## config.mk

```make
export PLATFORM = sky130hd
export DESIGN_NAME = rt_reply_fault_ctl
export DESIGN_NICKNAME = d
export VERILOG_FILES = /design/src/rtl/rt_reply_pkg.sv /design/src/rtl/rt_us_tick.sv /design/src/rtl/rt_us_countdown.sv /design/src/rtl/rt_reply_plan.sv /design/src/rtl/rt_reply_fault_ctl.sv
export SDC_FILE = /design/constraint.sdc
export NUM_CORES = 1
export LEC_CHECK = 0
export BUFFER_PORTS_ARGS = -buffer_cell sky130_fd_sc_hd__buf_4
export CAP_MARGIN = 20
export CORE_AREA = 2 2 83 85
export DETAILED_ROUTE_END_ITERATION = 12
export DIE_AREA = 0 0 85 87
export GPL_TIMING_DRIVEN = 0
export PLACE_DENSITY = 0.69
export REMOVE_ABC_BUFFERS = 1
export SYNTH_ARGS = -nofsm -noshare
export SYNTH_HDL_FRONTEND = slang
export SYNTH_SLANG_ARGS = --single-unit
```

## constraint.sdc

```tcl
create_clock -name clk -period 6.8 [get_ports clk]
set_clock_uncertainty 0.05 [all_clocks]
set_input_delay 2.04 -clock clk [delete_from_list [all_inputs] [get_ports clk]]
set_output_delay 2.04 -clock clk [all_outputs]
set_load 0.01 [all_outputs]
```

## src/rtl/rt_reply_pkg.sv

```systemverilog
package rt_reply_pkg;

    localparam int ADDR_W   = 5;
    localparam int IDX_W    = 6;
    localparam int FLAG_W   = 11;
    localparam int STAT_W   = ADDR_W + FLAG_W;
    localparam int US_W     = 5;
    localparam int LATE_MIN = 2;
    localparam int LATE_MAX = 30;
    localparam int MAX_DATA = 32;

    typedef enum logic [1:0] {
        ST_IDLE,
        ST_RESP_WAIT,
        ST_EMIT,
        ST_WORD_WAIT
    } seq_state_e;

    typedef struct packed {
        logic                    silent_a;
        logic                    silent_b;
        logic                    swap_bus;
        logic                    late_en;
        logic [US_W-1:0]         late_us;
        logic [1:0]              gap_sel;
        logic [IDX_W-1:0]        gap_pos;
        logic signed [IDX_W-1:0] wc_adj;
        logic                    addr_en;
        logic [ADDR_W-1:0]       addr_val;
    } fault_t;

    typedef struct packed {
        logic              silent;
        logic              bus;
        logic [US_W-1:0]   resp_us;
        logic [IDX_W-1:0]  last_idx;
        logic [STAT_W-1:0] status;
        logic [1:0]        dead_us;
        logic [IDX_W-1:0]  gap_pos;
    } plan_t;

endpackage

```

## src/rtl/rt_us_tick.sv

```systemverilog
module rt_us_tick #(
    parameter int TICK_DIV = 125
) (
    input  logic clk,
    input  logic rst_n,
    input  logic clr,
    output logic tick
);
    localparam int CW = (TICK_DIV > 2) ? $clog2(TICK_DIV) : 1;
    localparam logic [CW-1:0] LAST = CW'(TICK_DIV - 1);

    logic [CW-1:0] cnt_q;

    always_ff @(posedge clk) begin
        if (!rst_n || clr) begin
            cnt_q <= '0;
        end else if (cnt_q == LAST) begin
            cnt_q <= '0;
        end else begin
            cnt_q <= cnt_q + 1'b1;
        end
    end

    assign tick = (cnt_q == LAST) && !clr;

endmodule

```

## src/rtl/rt_us_countdown.sv

```systemverilog
module rt_us_countdown #(
    parameter int CNT_W = 5
) (
    input  logic             clk,
    input  logic             rst_n,
    input  logic             load,
    input  logic [CNT_W-1:0] load_val,
    input  logic             tick,
    output logic             expire
);
    logic [CNT_W-1:0] cnt_q;

    always_ff @(posedge clk) begin
        if (!rst_n) begin
            cnt_q <= '0;
        end else if (load) begin
            cnt_q <= load_val;
        end else if (tick && cnt_q != '0) begin
            cnt_q <= cnt_q - 1'b1;
        end
    end

    assign expire = tick && !load && (cnt_q == CNT_W'(1));

endmodule

```

## src/rtl/rt_reply_plan.sv

```systemverilog
module rt_reply_plan
    import rt_reply_pkg::*;
#(
    parameter int NOMINAL_US = 6
) (
    input  logic              cmd_bus,
    input  logic [ADDR_W-1:0] own_addr,
    input  logic [IDX_W-1:0]  exp_wc,
    input  logic [FLAG_W-1:0] status_flags,
    input  fault_t            flt,
    output plan_t             plan
);
    logic signed [7:0] wc_base;
    logic signed [7:0] wc_adj_c;
    logic signed [7:0] wc_sum;
    logic [US_W-1:0]   late_c;

    always_comb begin
        wc_base  = (exp_wc == '0) ? 8'sd32 : $signed({2'b00, exp_wc});
        wc_adj_c = (flt.wc_adj > 6'sd1) ? 8'sd1
                                        : $signed({{2{flt.wc_adj[IDX_W-1]}}, flt.wc_adj});
        wc_sum   = wc_base + wc_adj_c;

        if (flt.late_us < US_W'(LATE_MIN)) begin
            late_c = US_W'(LATE_MIN);
        end else if (flt.late_us > US_W'(LATE_MAX)) begin
            late_c = US_W'(LATE_MAX);
        end else begin
            late_c = flt.late_us;
        end

        plan.silent   = cmd_bus ? flt.silent_b : flt.silent_a;
        plan.bus      = cmd_bus ^ flt.swap_bus;
        plan.resp_us  = flt.late_en ? late_c : US_W'(NOMINAL_US);
        plan.last_idx = wc_sum[7] ? '0 : wc_sum[IDX_W-1:0];
        plan.status   = {(flt.addr_en ? flt.addr_val : own_addr), status_flags};
        plan.dead_us  = flt.gap_sel;
        plan.gap_pos  = flt.gap_pos;
    end

endmodule

```

## src/rtl/rt_reply_fault_ctl.sv

```systemverilog
module rt_reply_fault_ctl
    import rt_reply_pkg::*;
#(
    parameter int TICK_DIV   = 125,
    parameter int WORD_US    = 20,
    parameter int NOMINAL_US = 6
) (
    input  logic              clk,
    input  logic              rst_n,
    input  logic              cmd_valid,
    input  logic              cmd_bus,
    input  logic [ADDR_W-1:0] own_addr,
    input  logic [IDX_W-1:0]  exp_wc,
    input  logic [FLAG_W-1:0] status_flags,
    input  logic              flt_silent_a,
    input  logic              flt_silent_b,
    input  logic              flt_swap_bus,
    input  logic              flt_late_en,
    input  logic [US_W-1:0]   flt_late_us,
    input  logic [1:0]        flt_gap_sel,
    input  logic [IDX_W-1:0]  flt_gap_pos,
    input  logic [IDX_W-1:0]  flt_wc_adj,
    input  logic              flt_addr_en,
    input  logic [ADDR_W-1:0] flt_addr_val,
    output logic              tx_start,
    output logic              tx_busy,
    output logic              tx_bus,
    output logic [IDX_W-1:0]  tx_idx,
    output logic [STAT_W-1:0] tx_status
);
    localparam int MAX_US = (WORD_US + 3 > LATE_MAX) ? WORD_US + 3 : LATE_MAX;
    localparam int CNT_W  = $clog2(MAX_US + 1);

    seq_state_e       state_q, state_d;
    fault_t           flt_in;
    plan_t            plan_c, plan_q;
    logic [IDX_W-1:0] idx_q;
    logic             accept, last_word;
    logic             tick, expire;
    logic             cd_load;
    logic [CNT_W-1:0] cd_val;

    assign flt_in = '{silent_a: flt_silent_a, silent_b: flt_silent_b,
                      swap_bus: flt_swap_bus, late_en: flt_late_en,
                      late_us: flt_late_us, gap_sel: flt_gap_sel,
                      gap_pos: flt_gap_pos, wc_adj: $signed(flt_wc_adj),
                      addr_en: flt_addr_en, addr_val: flt_addr_val};

    rt_reply_plan #(.NOMINAL_US(NOMINAL_US)) u_plan (
        .cmd_bus      (cmd_bus),
        .own_addr     (own_addr),
        .exp_wc       (exp_wc),
        .status_flags (status_flags),
        .flt          (flt_in),
        .plan         (plan_c)
    );

    assign accept    = cmd_valid && (state_q == ST_IDLE);
    assign last_word = (idx_q == plan_q.last_idx);

    rt_us_tick #(.TICK_DIV(TICK_DIV)) u_tick (
        .clk   (clk),
        .rst_n (rst_n),
        .clr   (accept),
        .tick  (tick)
    );

    always_comb begin
        cd_load = 1'b0;
        cd_val  = '0;
        if (accept && !plan_c.silent) begin
            cd_load = 1'b1;
            cd_val  = CNT_W'(plan_c.resp_us);
        end else if (state_q == ST_EMIT && !last_word) begin
            cd_load = 1'b1;
            cd_val  = CNT_W'(WORD_US)
                    + ((idx_q == plan_q.gap_pos) ? CNT_W'(plan_q.dead_us) : '0);
        end
    end

    rt_us_countdown #(.CNT_W(CNT_W)) u_cd (
        .clk      (clk),
        .rst_n    (rst_n),
        .load     (cd_load),
        .load_val (cd_val),
        .tick     (tick),
        .expire   (expire)
    );

    always_comb begin
        state_d = state_q;
        unique case (state_q)
            ST_IDLE:      if (accept && !plan_c.silent) state_d = ST_RESP_WAIT;
            ST_RESP_WAIT: if (expire)                   state_d = ST_EMIT;
            ST_EMIT:      state_d = last_word ? ST_IDLE : ST_WORD_WAIT;
            ST_WORD_WAIT: if (expire)                   state_d = ST_EMIT;
        endcase
    end

    always_ff @(posedge clk) begin
        if (!rst_n) begin
            state_q <= ST_IDLE;
        end else begin
            state_q <= state_d;
        end
    end

    always_ff @(posedge clk) begin
        if (!rst_n) begin
            plan_q <= '0;
            idx_q  <= '0;
        end else if (accept) begin
            plan_q <= plan_c;
            idx_q  <= '0;
        end else if (state_q == ST_EMIT && !last_word) begin
            idx_q  <= idx_q + 1'b1;
        end
    end

    always_comb begin
        tx_start  = (state_q == ST_EMIT);
        tx_busy   = (state_q != ST_IDLE);
        tx_bus    = plan_q.bus;
        tx_idx    = idx_q;
        tx_status = plan_q.status;
    end

endmodule

```

==> results.py <==
metrics = {
    "clock_network": {
        "ctsHtreeMaxLevel": 2,
        "cts-resized-gates": 0,
        "cts.sinks": 51,
        "cts_root_buffer": "clkbuf_8",
        "clk_latency_ns": 0.30,
        "cts_buffers": 5,
        "clock_path_buffers": 2,
        "cts_tree": "yes",
        "clk_pin_slew_worst_paths_ns": 0.09,
        "postCtsHoldBufs": 0,
        "post_cts_buffers": 0,
    },
    "synthesis": {
        "ys_warn_count": 0,
        "synth-simple-area-share_pct": 20.1,
        "synth-main-ff-cell": "dfxtp_1",
        "synthesis.area_sq_um": 2820,
        "synth.mux.area_fraction_pct": 2.53,
        "synthArstFlopShare_pct": 0,
        "synth-xor-area-share_pct": 8.07,
        "synth_cells": 332,
        "yosys.cell_types.count": 51,
        "synth.yosys.seq_area_share_pct": 36.2,
        "synth_compound_area_share_pct": 18.1,
        "synth_top_family_by_area": "simple AND/OR/NAND/NOR gates",
        "ys_ff_latch": 51,
        "synthAdderAreaFrac_pct": 6.47,
        "avgSynthCellArea_sq_um": 8.50,
        "synth-edff-count": 0,
    },
    "setup_path": {
        "worstRegToRegCells": 5,
        "critPathLaunchType": "input pin",
        "ff2ff_setup_slack_ns": 4.47,
        "cp.buffers_inverters": 1,
        "cpPeakStageDelay_ns": 0.32,
        "r2r_start": "state_q[0]$_SDFFE_PN0P_",
        "cp_max_fo": 6,
        "r2r_end": "u_cd.cnt_q[0]$_SDFFE_PN0P_",
        "worstPathArrival_ns": 3.94,
        "crit_type": "input pin to flop",
        "crit_required_ns": 6.95,
        "path_delay_family": "compound AO/OA/AOI/OAI gates",
        "critPathSlowestCell": "a211oi_1",
        "crit_chain": "buf_4, nor4_1, o21bai_1, ha_1, a211oi_1, o21ai_0, and3_1, o211a_1, a22o_1",
        "end_kind": "flop",
    },
    "sta": {
        "maxSlewViolCount": 0,
        "fin_crit_ns": 3.79,
        "hold_viol_final": 0,
        "fin_tns_setup_ns": 0,
        "fmax_mhz": 264,
        "tightest_slew_ns": 1.02,
        "timing.final.crit_share_pct": 55.7,
        "maxSlewHeadroom_pct": 31.9,
        "rsz0062_at_grt": "false",
        "setup_viol": 0,
    },
    "pwr": {
        "ir_drop_mv": 0.0963,
        "leakagePower_nw": 1.51,
        "total_power_mw": 0.674,
        "power.density_nw_per_um2": 194,
    },
    "drt": {
        "drt_iter0_markers": 79,
        "detail-route-antenna-nets": 0,
        "drt_first_pass_iters": 4,
        "num_vias": 2346,
        "wl_per_cell_um": 13.3,
        "avgViaCountPerCell": 5.03,
        "drcViolationCount": 0,
        "drt-total-wl_mm": 6.19,
    },
    "global_route": {
        "grt_pass1_vias": 2177,
        "grt_usage_pct": 16.5,
        "grtUsageMet3_pct": 2.56,
        "grt_antenna_before_repair": 0,
        "busiest_layer": "met2",
        "grt_use_met1_pct": 21.5,
        "grt_max_degree": 31,
        "grt_overflow": 0,
        "grt_pass1_wl_mm": 9.99,
        "use_met2_pct": 28.6,
    },
    "placement": {
        "postPlaceCellArea_sq_um": 3350,
        "dp_cells": 458,
        "hpwlAfterDp_mm": 4.73,
        "place.gp.congestion": 0.787,
        "portBuffers": 79,
    },
    "outcome": {
        "outcome": "complete, no violations",
    },
    "floorplanning": {
        "die-area_sq_um": 7400,
        "rows": 30,
        "initial_core_util_pct": 43.0,
        "die_h_um": 87,
        "pin_count": 80,
        "core_sq_um": 6570,
        "die_x_um": 85,
    },
    "min_path": {
        "holdCritStartpoint": "plan_q[6]$_SDFFE_PN0P_",
        "holdPathStages": 2,
        "min_to": "plan_q[6]$_SDFFE_PN0P_",
        "min_path_type": "flop to flop",
    },
    "flow_run": {
        "cap_violations": 0,
    },
    "final_layout": {
        "areaGrowthSynthToFinish_pct": 22.9,
        "post-route-cell-area_sq_um": 3470,
        "final_cell_count_no_fill": 466,
        "final_nets": 455,
        "drive_gt1_share_pct": 25.9,
        "diodes": 0,
        "layout_commonest_cell": "buf_4",
        "final_cell_mix": "buf_4, dfxtp_1, nand2_1",
    },
}
==> per-stage QoR <==
| step | setup slack (ns) | utilization, % | hold WS, ns |
|---|---|---|---|
| final | 3.01 | 52.8 | 0.410 |
| after CTS | 3.04 | 52.7 | 0.412 |
| after detailed placement | 2.71 | 51.1 | 0.398 |
| after global routing | 2.81 | 52.8 | 0.425 |
| after floorplan | 2.87 | - | 0.380 |
| after global placement | 2.16 | 50.6 | 0.393 |
==> layout make-up <==
type | instances | area [sq um]
timing repair buffer | 81 | 628
sequential | 51 | 1020
clock buffer | 5 | 68.8
tap | 80 | 100
inverter | 14 | 52.6
clock inverter | 2 | 37.5
multi-input combinational | 233 | 1560
fill | 600 | 3100
==> flip-flops by register name, indices dropped and copies added, names as in the netlist <==
name and cells:
tx_bus 1, tx_status 16, tx_idx 6, plan_q 14, u_tick.cnt_q 7, u_cd.cnt_q 5, state_q 2
==> logic make-up after synthesis <==
kind of cell / count (synthesis)
buf+inv: 48
flops: 51
compound gates: 73
simple gates: 113
fa+ha+maj: 14
mux: 7
xor+xnor: 26
==> Yosys cell counts, drive strengths merged (7+ instances only) <==
master	n	share of area (%)
clkbuf	16	2.1
inv	14	1.9
nor2	24	3.2
a211oi	7	1.9
dfxtp	51	36
xor2	7	2.2
xnor2	19	5.9
o21ai	8	1.4
ha	13	5.8
a21oi	26	4.6
nand2	47	6.3
buf	18	4.6
==> per-layer routing <==
layer	share of wire, %	up-vias
met5	0	-
met4	1.3	0
met3	3.5	9
met2	49	40
met1	46	1065
li1	-	1232
==> power by group <==
group	internal, mW	total (mW)	switching, mW
combinational	0.0716	0.137	0.0656
sequential	0.316	0.329	0.0127
clock	0.108	0.209	0.101
total	0.495	0.674	0.179
==> how the worst max path moves through the flow <==
stage | from | end | slack [ns] | depth (start not counted)
4_1_cts | flt_wc_adj[4] | plan_q[26]$_SDFFE_PN0P_ | 3.04 | 9
6_report | flt_wc_adj[4] | plan_q[26]$_SDFFE_PN0P_ | 3.01 | 9
2_1_floorplan | cmd_valid | u_cd.cnt_q[2]$_SDFFE_PN0P_ | 2.87 | 5
3_3_place_gp | cmd_valid | u_cd.cnt_q[2]$_SDFFE_PN0P_ | 2.16 | 6
5_1_grt | cmd_valid | u_cd.cnt_q[0]$_SDFFE_PN0P_ | 2.81 | 6
3_5_place_dp | flt_wc_adj[4] | plan_q[27]$_SDFFE_PN0P_ | 2.71 | 9
==> tightest hold or removal path, stage by stage (launching register included) <==
cell and delay, ns:
dfxtp_1 0.32, nand2_1 0.05, a21oi_1 0.05
Note: power is estimated with default switching activity, not from simulation.
